`src/rtl/scis_pkg.sv`:
```
package scis_pkg;
  typedef enum logic [2:0] {
    REG_OFF_X   = 3'd0,
    REG_OFF_Y   = 3'd1,
    REG_MIN_X   = 3'd2,
    REG_MAX_X   = 3'd3,
    REG_MIN_Y   = 3'd4,
    REG_MAX_Y   = 3'd5,
    REG_CLR_CNT = 3'd6
  } reg_addr_e;
endpackage

```
`src/rtl/scis_cfg_regs.sv`:
```
module scis_cfg_regs
  import scis_pkg::*;
#(
  parameter int COORD_W = 16,
  parameter int BOUND_W = 11
) (
  input  logic               clk_i,
  input  logic               rst_ni,
  input  logic               we_i,
  input  logic [2:0]         addr_i,
  input  logic [COORD_W-1:0] wdata_i,
  output logic [COORD_W-1:0] off_x_o,
  output logic [COORD_W-1:0] off_y_o,
  output logic [BOUND_W-1:0] min_x_o,
  output logic [BOUND_W-1:0] max_x_o,
  output logic [BOUND_W-1:0] min_y_o,
  output logic [BOUND_W-1:0] max_y_o,
  output logic               clr_o
);
  localparam logic [COORD_W-1:0] OFF_RST = COORD_W'(1) << (COORD_W-1);

  reg_addr_e sel;
  assign sel   = reg_addr_e'(addr_i);
  assign clr_o = we_i && (sel == REG_CLR_CNT);

  always_ff @(posedge clk_i or negedge rst_ni) begin
    if (!rst_ni) begin
      off_x_o <= OFF_RST;
      off_y_o <= OFF_RST;
      min_x_o <= '0;
      max_x_o <= '1;
      min_y_o <= '0;
      max_y_o <= '1;
    end else if (we_i) begin
      case (sel)
        REG_OFF_X: off_x_o <= wdata_i;
        REG_OFF_Y: off_y_o <= wdata_i;
        REG_MIN_X: min_x_o <= wdata_i[BOUND_W-1:0];
        REG_MAX_X: max_x_o <= wdata_i[BOUND_W-1:0];
        REG_MIN_Y: min_y_o <= wdata_i[BOUND_W-1:0];
        REG_MAX_Y: max_y_o <= wdata_i[BOUND_W-1:0];
        default: ;
      endcase
    end
  end
endmodule

```
`src/rtl/scis_sub_stage.sv`:
```
module scis_sub_stage #(
  parameter int COORD_W = 16,
  localparam int DIFF_W = COORD_W + 1
) (
  input  logic               clk_i,
  input  logic               rst_ni,
  input  logic               in_valid_i,
  output logic               in_ready_o,
  input  logic [COORD_W-1:0] in_x_i,
  input  logic [COORD_W-1:0] in_y_i,
  input  logic [COORD_W-1:0] off_x_i,
  input  logic [COORD_W-1:0] off_y_i,
  input  logic               adv_i,
  output logic               s1_valid_o,
  output logic [DIFF_W-1:0]  dx_o,
  output logic [DIFF_W-1:0]  dy_o
);
  logic take;
  assign in_ready_o = !s1_valid_o || adv_i;
  assign take       = in_valid_i && in_ready_o;

  always_ff @(posedge clk_i or negedge rst_ni) begin
    if (!rst_ni) begin
      s1_valid_o <= 1'b0;
      dx_o       <= '0;
      dy_o       <= '0;
    end else if (take) begin
      s1_valid_o <= 1'b1;
      dx_o       <= {1'b0, in_x_i} - {1'b0, off_x_i};
      dy_o       <= {1'b0, in_y_i} - {1'b0, off_y_i};
    end else if (adv_i) begin
      s1_valid_o <= 1'b0;
    end
  end

  p_accept_r6: assert property (@(posedge clk_i) disable iff (!rst_ni)
    take |=> s1_valid_o);
  p_stall_hold_r6: assert property (@(posedge clk_i) disable iff (!rst_ni)
    (s1_valid_o && !adv_i) |=> (s1_valid_o && $stable(dx_o) && $stable(dy_o)));
endmodule

```
`src/rtl/scis_cmp_stage.sv`:
```
module scis_cmp_stage #(
  parameter int COORD_W = 16,
  parameter int FRAC_W  = 4,
  parameter int BOUND_W = 11,
  localparam int DIFF_W = COORD_W + 1,
  localparam int INT_W  = COORD_W - FRAC_W,
  localparam int PAD_W  = INT_W - BOUND_W
) (
  input  logic               clk_i,
  input  logic               rst_ni,
  input  logic               s1_valid_i,
  input  logic [DIFF_W-1:0]  dx_i,
  input  logic [DIFF_W-1:0]  dy_i,
  input  logic [BOUND_W-1:0] min_x_i,
  input  logic [BOUND_W-1:0] max_x_i,
  input  logic [BOUND_W-1:0] min_y_i,
  input  logic [BOUND_W-1:0] max_y_i,
  output logic               adv_o,
  output logic               drop_o,
  output logic               out_valid_o,
  input  logic               out_ready_i,
  output logic [BOUND_W-1:0] out_x_o,
  output logic [BOUND_W-1:0] out_y_o
);
  logic [INT_W-1:0] ix, iy;
  logic             neg, in_x, in_y, hit, s2_ready, load;
  logic             unused_frac;

  assign ix  = dx_i[COORD_W-1:FRAC_W];
  assign iy  = dy_i[COORD_W-1:FRAC_W];
  assign unused_frac = ^{dx_i[FRAC_W-1:0], dy_i[FRAC_W-1:0]};
  assign neg = dx_i[DIFF_W-1] | dy_i[DIFF_W-1];

  assign in_x = (ix >= {{PAD_W{1'b0}}, min_x_i}) && (ix <= {{PAD_W{1'b0}}, max_x_i});
  assign in_y = (iy >= {{PAD_W{1'b0}}, min_y_i}) && (iy <= {{PAD_W{1'b0}}, max_y_i});
  assign hit  = !neg && in_x && in_y;

  assign s2_ready = !out_valid_o || out_ready_i;
  // rejected pixels leave stage 1 without needing room in stage 2
  assign adv_o  = s1_valid_i && (!hit || s2_ready);
  assign drop_o = s1_valid_i && !hit;
  assign load   = s1_valid_i && hit && s2_ready;

  always_ff @(posedge clk_i or negedge rst_ni) begin
    if (!rst_ni) begin
      out_valid_o <= 1'b0;
      out_x_o     <= '0;
      out_y_o     <= '0;
    end else if (load) begin
      out_valid_o <= 1'b1;
      out_x_o     <= ix[BOUND_W-1:0];
      out_y_o     <= iy[BOUND_W-1:0];
    end else if (out_ready_i) begin
      out_valid_o <= 1'b0;
    end
  end

  p_out_hold_r7: assert property (@(posedge clk_i) disable iff (!rst_ni)
    (out_valid_o && !out_ready_i) |=>
      (out_valid_o && $stable(out_x_o) && $stable(out_y_o)));
  p_x_in_rect_r3: assert property (@(posedge clk_i) disable iff (!rst_ni)
    load |=> (out_x_o >= $past(min_x_i) && out_x_o <= $past(max_x_i)));
  p_y_in_rect_r3: assert property (@(posedge clk_i) disable iff (!rst_ni)
    load |=> (out_y_o >= $past(min_y_i) && out_y_o <= $past(max_y_i)));
endmodule

```
`src/rtl/scis_rej_counter.sv`:
```
module scis_rej_counter #(
  parameter int CNT_W = 16
) (
  input  logic             clk_i,
  input  logic             rst_ni,
  input  logic             inc_i,
  input  logic             clr_i,
  output logic [CNT_W-1:0] cnt_o
);
  localparam logic [CNT_W-1:0] CNT_MAX = '1;

  always_ff @(posedge clk_i or negedge rst_ni) begin
    if (!rst_ni)                        cnt_o <= '0;
    else if (clr_i)                     cnt_o <= inc_i ? CNT_W'(1) : '0;
    else if (inc_i && cnt_o != CNT_MAX) cnt_o <= cnt_o + CNT_W'(1);
  end

  p_cnt_mono_r8: assert property (@(posedge clk_i) disable iff (!rst_ni)
    !clr_i |=> cnt_o >= $past(cnt_o));
  p_cnt_sat_r8: assert property (@(posedge clk_i) disable iff (!rst_ni)
    (cnt_o == CNT_MAX && !clr_i) |=> cnt_o == CNT_MAX);
  p_cnt_clr_r9: assert property (@(posedge clk_i) disable iff (!rst_ni)
    clr_i |=> cnt_o <= CNT_W'(1));
endmodule

```
`src/rtl/pix_scissor.sv`:
```
module pix_scissor #(
  parameter int COORD_W = 16,
  parameter int FRAC_W  = 4,
  parameter int BOUND_W = 11,
  parameter int CNT_W   = 16,
  localparam int DIFF_W = COORD_W + 1
) (
  input  logic               clk_i,
  input  logic               rst_ni,
  input  logic               cfg_we_i,
  input  logic [2:0]         cfg_addr_i,
  input  logic [COORD_W-1:0] cfg_wdata_i,
  input  logic               in_valid_i,
  output logic               in_ready_o,
  input  logic [COORD_W-1:0] in_x_i,
  input  logic [COORD_W-1:0] in_y_i,
  output logic               out_valid_o,
  input  logic               out_ready_i,
  output logic [BOUND_W-1:0] out_x_o,
  output logic [BOUND_W-1:0] out_y_o,
  output logic [CNT_W-1:0]   rej_cnt_o
);
  logic [COORD_W-1:0] off_x, off_y;
  logic [BOUND_W-1:0] min_x, max_x, min_y, max_y;
  logic               clr, adv, drop, s1_valid;
  logic [DIFF_W-1:0]  dx, dy;

  scis_cfg_regs #(.COORD_W(COORD_W), .BOUND_W(BOUND_W)) u_regs (
    .clk_i, .rst_ni, .we_i(cfg_we_i), .addr_i(cfg_addr_i), .wdata_i(cfg_wdata_i),
    .off_x_o(off_x), .off_y_o(off_y), .min_x_o(min_x), .max_x_o(max_x),
    .min_y_o(min_y), .max_y_o(max_y), .clr_o(clr)
  );

  scis_sub_stage #(.COORD_W(COORD_W)) u_sub (
    .clk_i, .rst_ni, .in_valid_i, .in_ready_o, .in_x_i, .in_y_i,
    .off_x_i(off_x), .off_y_i(off_y), .adv_i(adv),
    .s1_valid_o(s1_valid), .dx_o(dx), .dy_o(dy)
  );

  scis_cmp_stage #(.COORD_W(COORD_W), .FRAC_W(FRAC_W), .BOUND_W(BOUND_W)) u_cmp (
    .clk_i, .rst_ni, .s1_valid_i(s1_valid), .dx_i(dx), .dy_i(dy),
    .min_x_i(min_x), .max_x_i(max_x), .min_y_i(min_y), .max_y_i(max_y),
    .adv_o(adv), .drop_o(drop), .out_valid_o, .out_ready_i, .out_x_o, .out_y_o
  );

  scis_rej_counter #(.CNT_W(CNT_W)) u_cnt (
    .clk_i, .rst_ni, .inc_i(drop), .clr_i(clr), .cnt_o(rej_cnt_o)
  );
endmodule

```
`config.mk`:
```
export PLATFORM = sky130hd
export DESIGN_NAME = pix_scissor
export DESIGN_NICKNAME = d
export VERILOG_FILES = /design/src/rtl/scis_pkg.sv /design/src/rtl/scis_cfg_regs.sv /design/src/rtl/scis_sub_stage.sv /design/src/rtl/scis_cmp_stage.sv /design/src/rtl/scis_rej_counter.sv /design/src/rtl/pix_scissor.sv
export SDC_FILE = /design/constraint.sdc
export NUM_CORES = 1
export LEC_CHECK = 0
export BUFFER_PORTS_ARGS = -buffer_cell sky130_fd_sc_hd__buf_2
export CAP_MARGIN = 25
export CORE_MARGIN = 1.5
export CORE_UTILIZATION = 45
export DETAILED_ROUTE_END_ITERATION = 12
export GPL_TIMING_DRIVEN = 0
export PLACE_DENSITY = 0.67
export SYNTH_ARGS = -nofsm -noshare
export SYNTH_HDL_FRONTEND = slang
export SYNTH_SLANG_ARGS = --single-unit
```
`constraint.sdc`:
```
create_clock -name clk_i -period 3.1 [get_ports clk_i]
set_input_delay 0.465 -clock clk_i [delete_from_list [all_inputs] [get_ports clk_i]]
set_output_delay 0.465 -clock clk_i [all_outputs]
set_load 0.1 [all_outputs]
```
==> flow_metrics.py <==
metrics = {
    "status": {
        "outcome": "complete, but fails checks",
        "violations": "setup timing",
    },
    "cells_and_area": {
        "fin_area_mm2": 0.009828,
        "nNetsFinal": 1049,
        "multiInputGateArea_mm2": 0.004101,
        "drive_above_1_share": 0.3061,
        "area_growth_pct": 26.45,
        "antenna_cells": 0,
        "seq_area_mm2": 0.003583,
        "fill_cells": 1433,
    },
    "clock_network": {
        "h-tree-depth": 4,
        "cts.clk_slew.worst_paths_ps": 60,
        "cts.sinks": 142,
        "clk_root_buffer_cell": "clkbuf_16",
        "cts_buffers": 17,
        "clock_latency_ps": 430,
        "cts_buffer_depth": 2,
        "cts_tree": "built",
    },
    "detailed_routing": {
        "dr_total_vias": 6205,
        "drc_errors": 0,
        "drtPass1Iterations": 4,
        "routed_via_density": 5.391,
        "wl_per_cell_um": 17.40,
        "wirelength_um": 20020,
        "postRouteAntennaNets": 0,
        "drt_iter0_markers": 343,
    },
    "placed_design": {
        "placed_cell_area_mm2": 0.008569,
        "globalplace.congestion": 0.8427,
        "dp.final_hpwl_um": 13720,
        "portBuffers": 95,
    },
    "timing": {
        "worst-slew-pin-transition_ps": 733.8,
        "fin_ws_ps": -253.0,
        "clock.fmax_mhz": 298.2,
        "hold_viol_final": 0,
        "drv_slew": 0,
        "fin_crit_ps": 3353,
        "finalSetupViolCount": 47,
        "clock_skew_ps": 10.37,
        "grt_setup_unrepaired": "yes",
        "period_share": 1.082,
        "relSlewSlack": 0.5097,
    },
    "critical_path": {
        "rrSetupSlack_ps": -210,
        "end_kind": "primary output",
        "ff2ff_path_depth": 13,
        "critPathLaunchType": "flop",
        "r2r-end": "u_cmp.out_y_o[0]",
        "critPathMaxFanout": 3,
        "critPathKind": "reg -> out",
        "reg2reg_from": "u_regs.max_y_o[2]",
        "worstPathArrival_ps": 2890,
        "crit_end": "in_ready_o",
        "crit_path_start": "u_regs.max_y_o[2]",
        "crit_required_ps": 2630,
    },
    "global_routing": {
        "grt_pass1_wl_um": 30640,
        "grt_pass1_vias": 5908,
        "grt_max_degree": 100,
        "grt_overflow": 0,
        "antenna_found_initial": 0,
        "grt.total_usage": 0.2217,
    },
    "logic_synthesis": {
        "post_synth_num_cell_types": 52,
        "postSynthCellCount": 777,
        "synth-seq-cells": 142,
        "synthArstFlopShare": 1.000,
        "dominantRegCellSynth": "dfrtp_1",
        "yosysWarnings": 0,
        "ys_seq_area_frac": 0.4610,
        "syn_area_mm2": 0.007772,
        "syn_nets": 908,
        "syn_avg_cell_area_um2": 10.00,
        "synth-edff-count": 0,
    },
    "die": {
        "io_pins": 96,
        "start_util": 0.4654,
        "num_rows": 47,
        "fp.dieArea_mm2": 0.01807,
        "core_area_mm2": 0.01670,
        "die-height_um": 134.4,
        "die_w_um": 134.4,
    },
    "min_path": {
        "hp-class": "in -> reg",
    },
    "power": {
        "leakage_uw": 0.004668,
        "total_power_uw": 8451,
        "irDropWorstVdd_v": 0.0004756,
        "powerDensity_mw_per_mm2": 859.9,
    },
    "flow_run": {
        "maxCapViolCount": 0,
    },
}
==> sequential cells by signal, summed over array words and instances (netlist names) <==
name and cells:
u_sub.dy_o 13, u_regs.max_x_o 11, u_regs.off_x_o 16, u_sub.dx_o 13, u_cmp.out_x_o 11, u_cmp.out_y_o 11, u_regs.min_x_o 11, u_regs.min_y_o 11
u_regs.max_y_o 11, u_regs.off_y_o 16, u_cmp.out_valid_o 1, u_sub.s1_valid_o 1, u_cnt.cnt_o 16
==> layout by cell type (no fill, tap or decap), types with 17 or more instances in the layout <==
cell type,netlist,routed
a21oi_1,34,32
buf_2,4,93
buf_6,0,17
clkbuf_16,0,21
dfrtp_1,118,118
dfstp_2,24,24
ha_1,75,67
inv_1,78,75
mux2_2,47,26
mux2_4,0,24
nand2_1,91,78
nand3_1,19,18
nor2_1,31,30
o21ai_0,92,76
==> power breakdown <==
part           internal [µW]  switching (µW)  total (µW)
Clock                   1150             822        1970
Sequential              2390             425        2810
Combinational           1280            2380        3670
==> worst max-delay path, cell delays in order, from the launching register on <==
cell	delay (ps)
dfstp_2	550
inv_1	80
ha_4	250
a21oi_1	160
a21oi_1	90
or4_1	470
o211ai_1	170
o311ai_4	180
nor2_2	190
nand3_4	120
buf_12	190
==> logic make-up after synthesis <==
logic type	Yosys count	synth area share
fa+ha+maj	75	0.1207
xor+xnor	21	0.02366
mux	51	0.07373
flops	142	0.4610
buf+inv	101	0.05087
compound gates	181	0.1426
simple gates	206	0.1273
==> what timing repair did <==
item,CTS,global route
cloned,0,6
setup buffers,9,11
pin swaps,17,14
endpoints found under the hold margin,41,0
resized for setup,25,107
endpoints found under the setup margin,57,60
hold buffers,1,0
==> worst min path at each step <==
stage / slack (ps) / from / endpoint / cells after the start
2_1_floorplan: 170 / rst_ni / u_cmp.out_valid_o / 0
3_3_place_gp: 480 / u_cmp.out_x_o[4] / u_cmp.out_x_o[4] / 1
3_5_place_dp: 420 / rst_ni / u_cnt.cnt_o[7] / 1
4_1_cts: 270 / cfg_wdata_i[15] / u_regs.off_y_o[15] / 3
5_1_grt: 290 / cfg_wdata_i[15] / u_regs.off_x_o[15] / 3
6_report: 270 / cfg_wdata_i[15] / u_regs.off_y_o[15] / 3
==> cells in the mapped netlist (all sizes together), types with 5 or more instances <==
cell	instances	area, µm²
buf	7	42.54
xor2	11	96.34
mux2	50	563.0
dfrtp	118	2953
xnor2	10	87.58
a21o	11	82.58
o31ai	9	67.56
inv	78	292.8
ha	75	938.4
nand2b	5	31.28
clkbuf	16	60.06
and3	12	75.07
nand3	19	95.09
or3	9	56.30
nor2	31	116.4
nor3	6	30.03
a211oi	5	37.54
dfstp	24	630.6
o21ai	94	470.5
nor2b	8	50.05
o211ai	6	50.05
nand2	91	341.6
a21oi	34	170.2
==> layout make-up <==
| type | instances | area share |
|---|---|---|
| Buffer | 22 | 0.01540 |
| Sequential cell | 142 | 0.3646 |
| Clock buffer | 20 | 0.04647 |
| Tap cell | 220 | 0.02801 |
| Inverter | 78 | 0.02979 |
| Multi-Input combinational cell | 534 | 0.4173 |
| Clock inverter | 12 | 0.01133 |
| Timing Repair Buffer | 123 | 0.08708 |
==> routing by layer <==
metal,part of all wire,up-vias,GRT usage
met1,0.47,3027,0.3087
met2,0.47,153,0.3481
li1,-,2995,-
met3,0.046,30,0.04082
met4,0.020,0,0.07766
met5,0,-,0
==> stage by stage <==
step | setup TNS (ps) | util | hold WS (ps) | instances | setup WS [ps]
after global placement | -65130 | 0.5111 | 479.6 | 1092 | -499.1
after global routing | -11290 | 0.5885 | 290.8 | 1151 | -365.4
after detailed placement | -8845 | 0.5131 | 416.5 | 1093 | -247.0
final | -4836 | 0.5885 | 274.0 | 1151 | -253.0
after CTS | -1565 | 0.5593 | 266.4 | 1135 | -263.6
after floorplan | 0 | - | 169.4 | 777 | 86.78
Note: power is estimated with default switching activity, not from simulation.
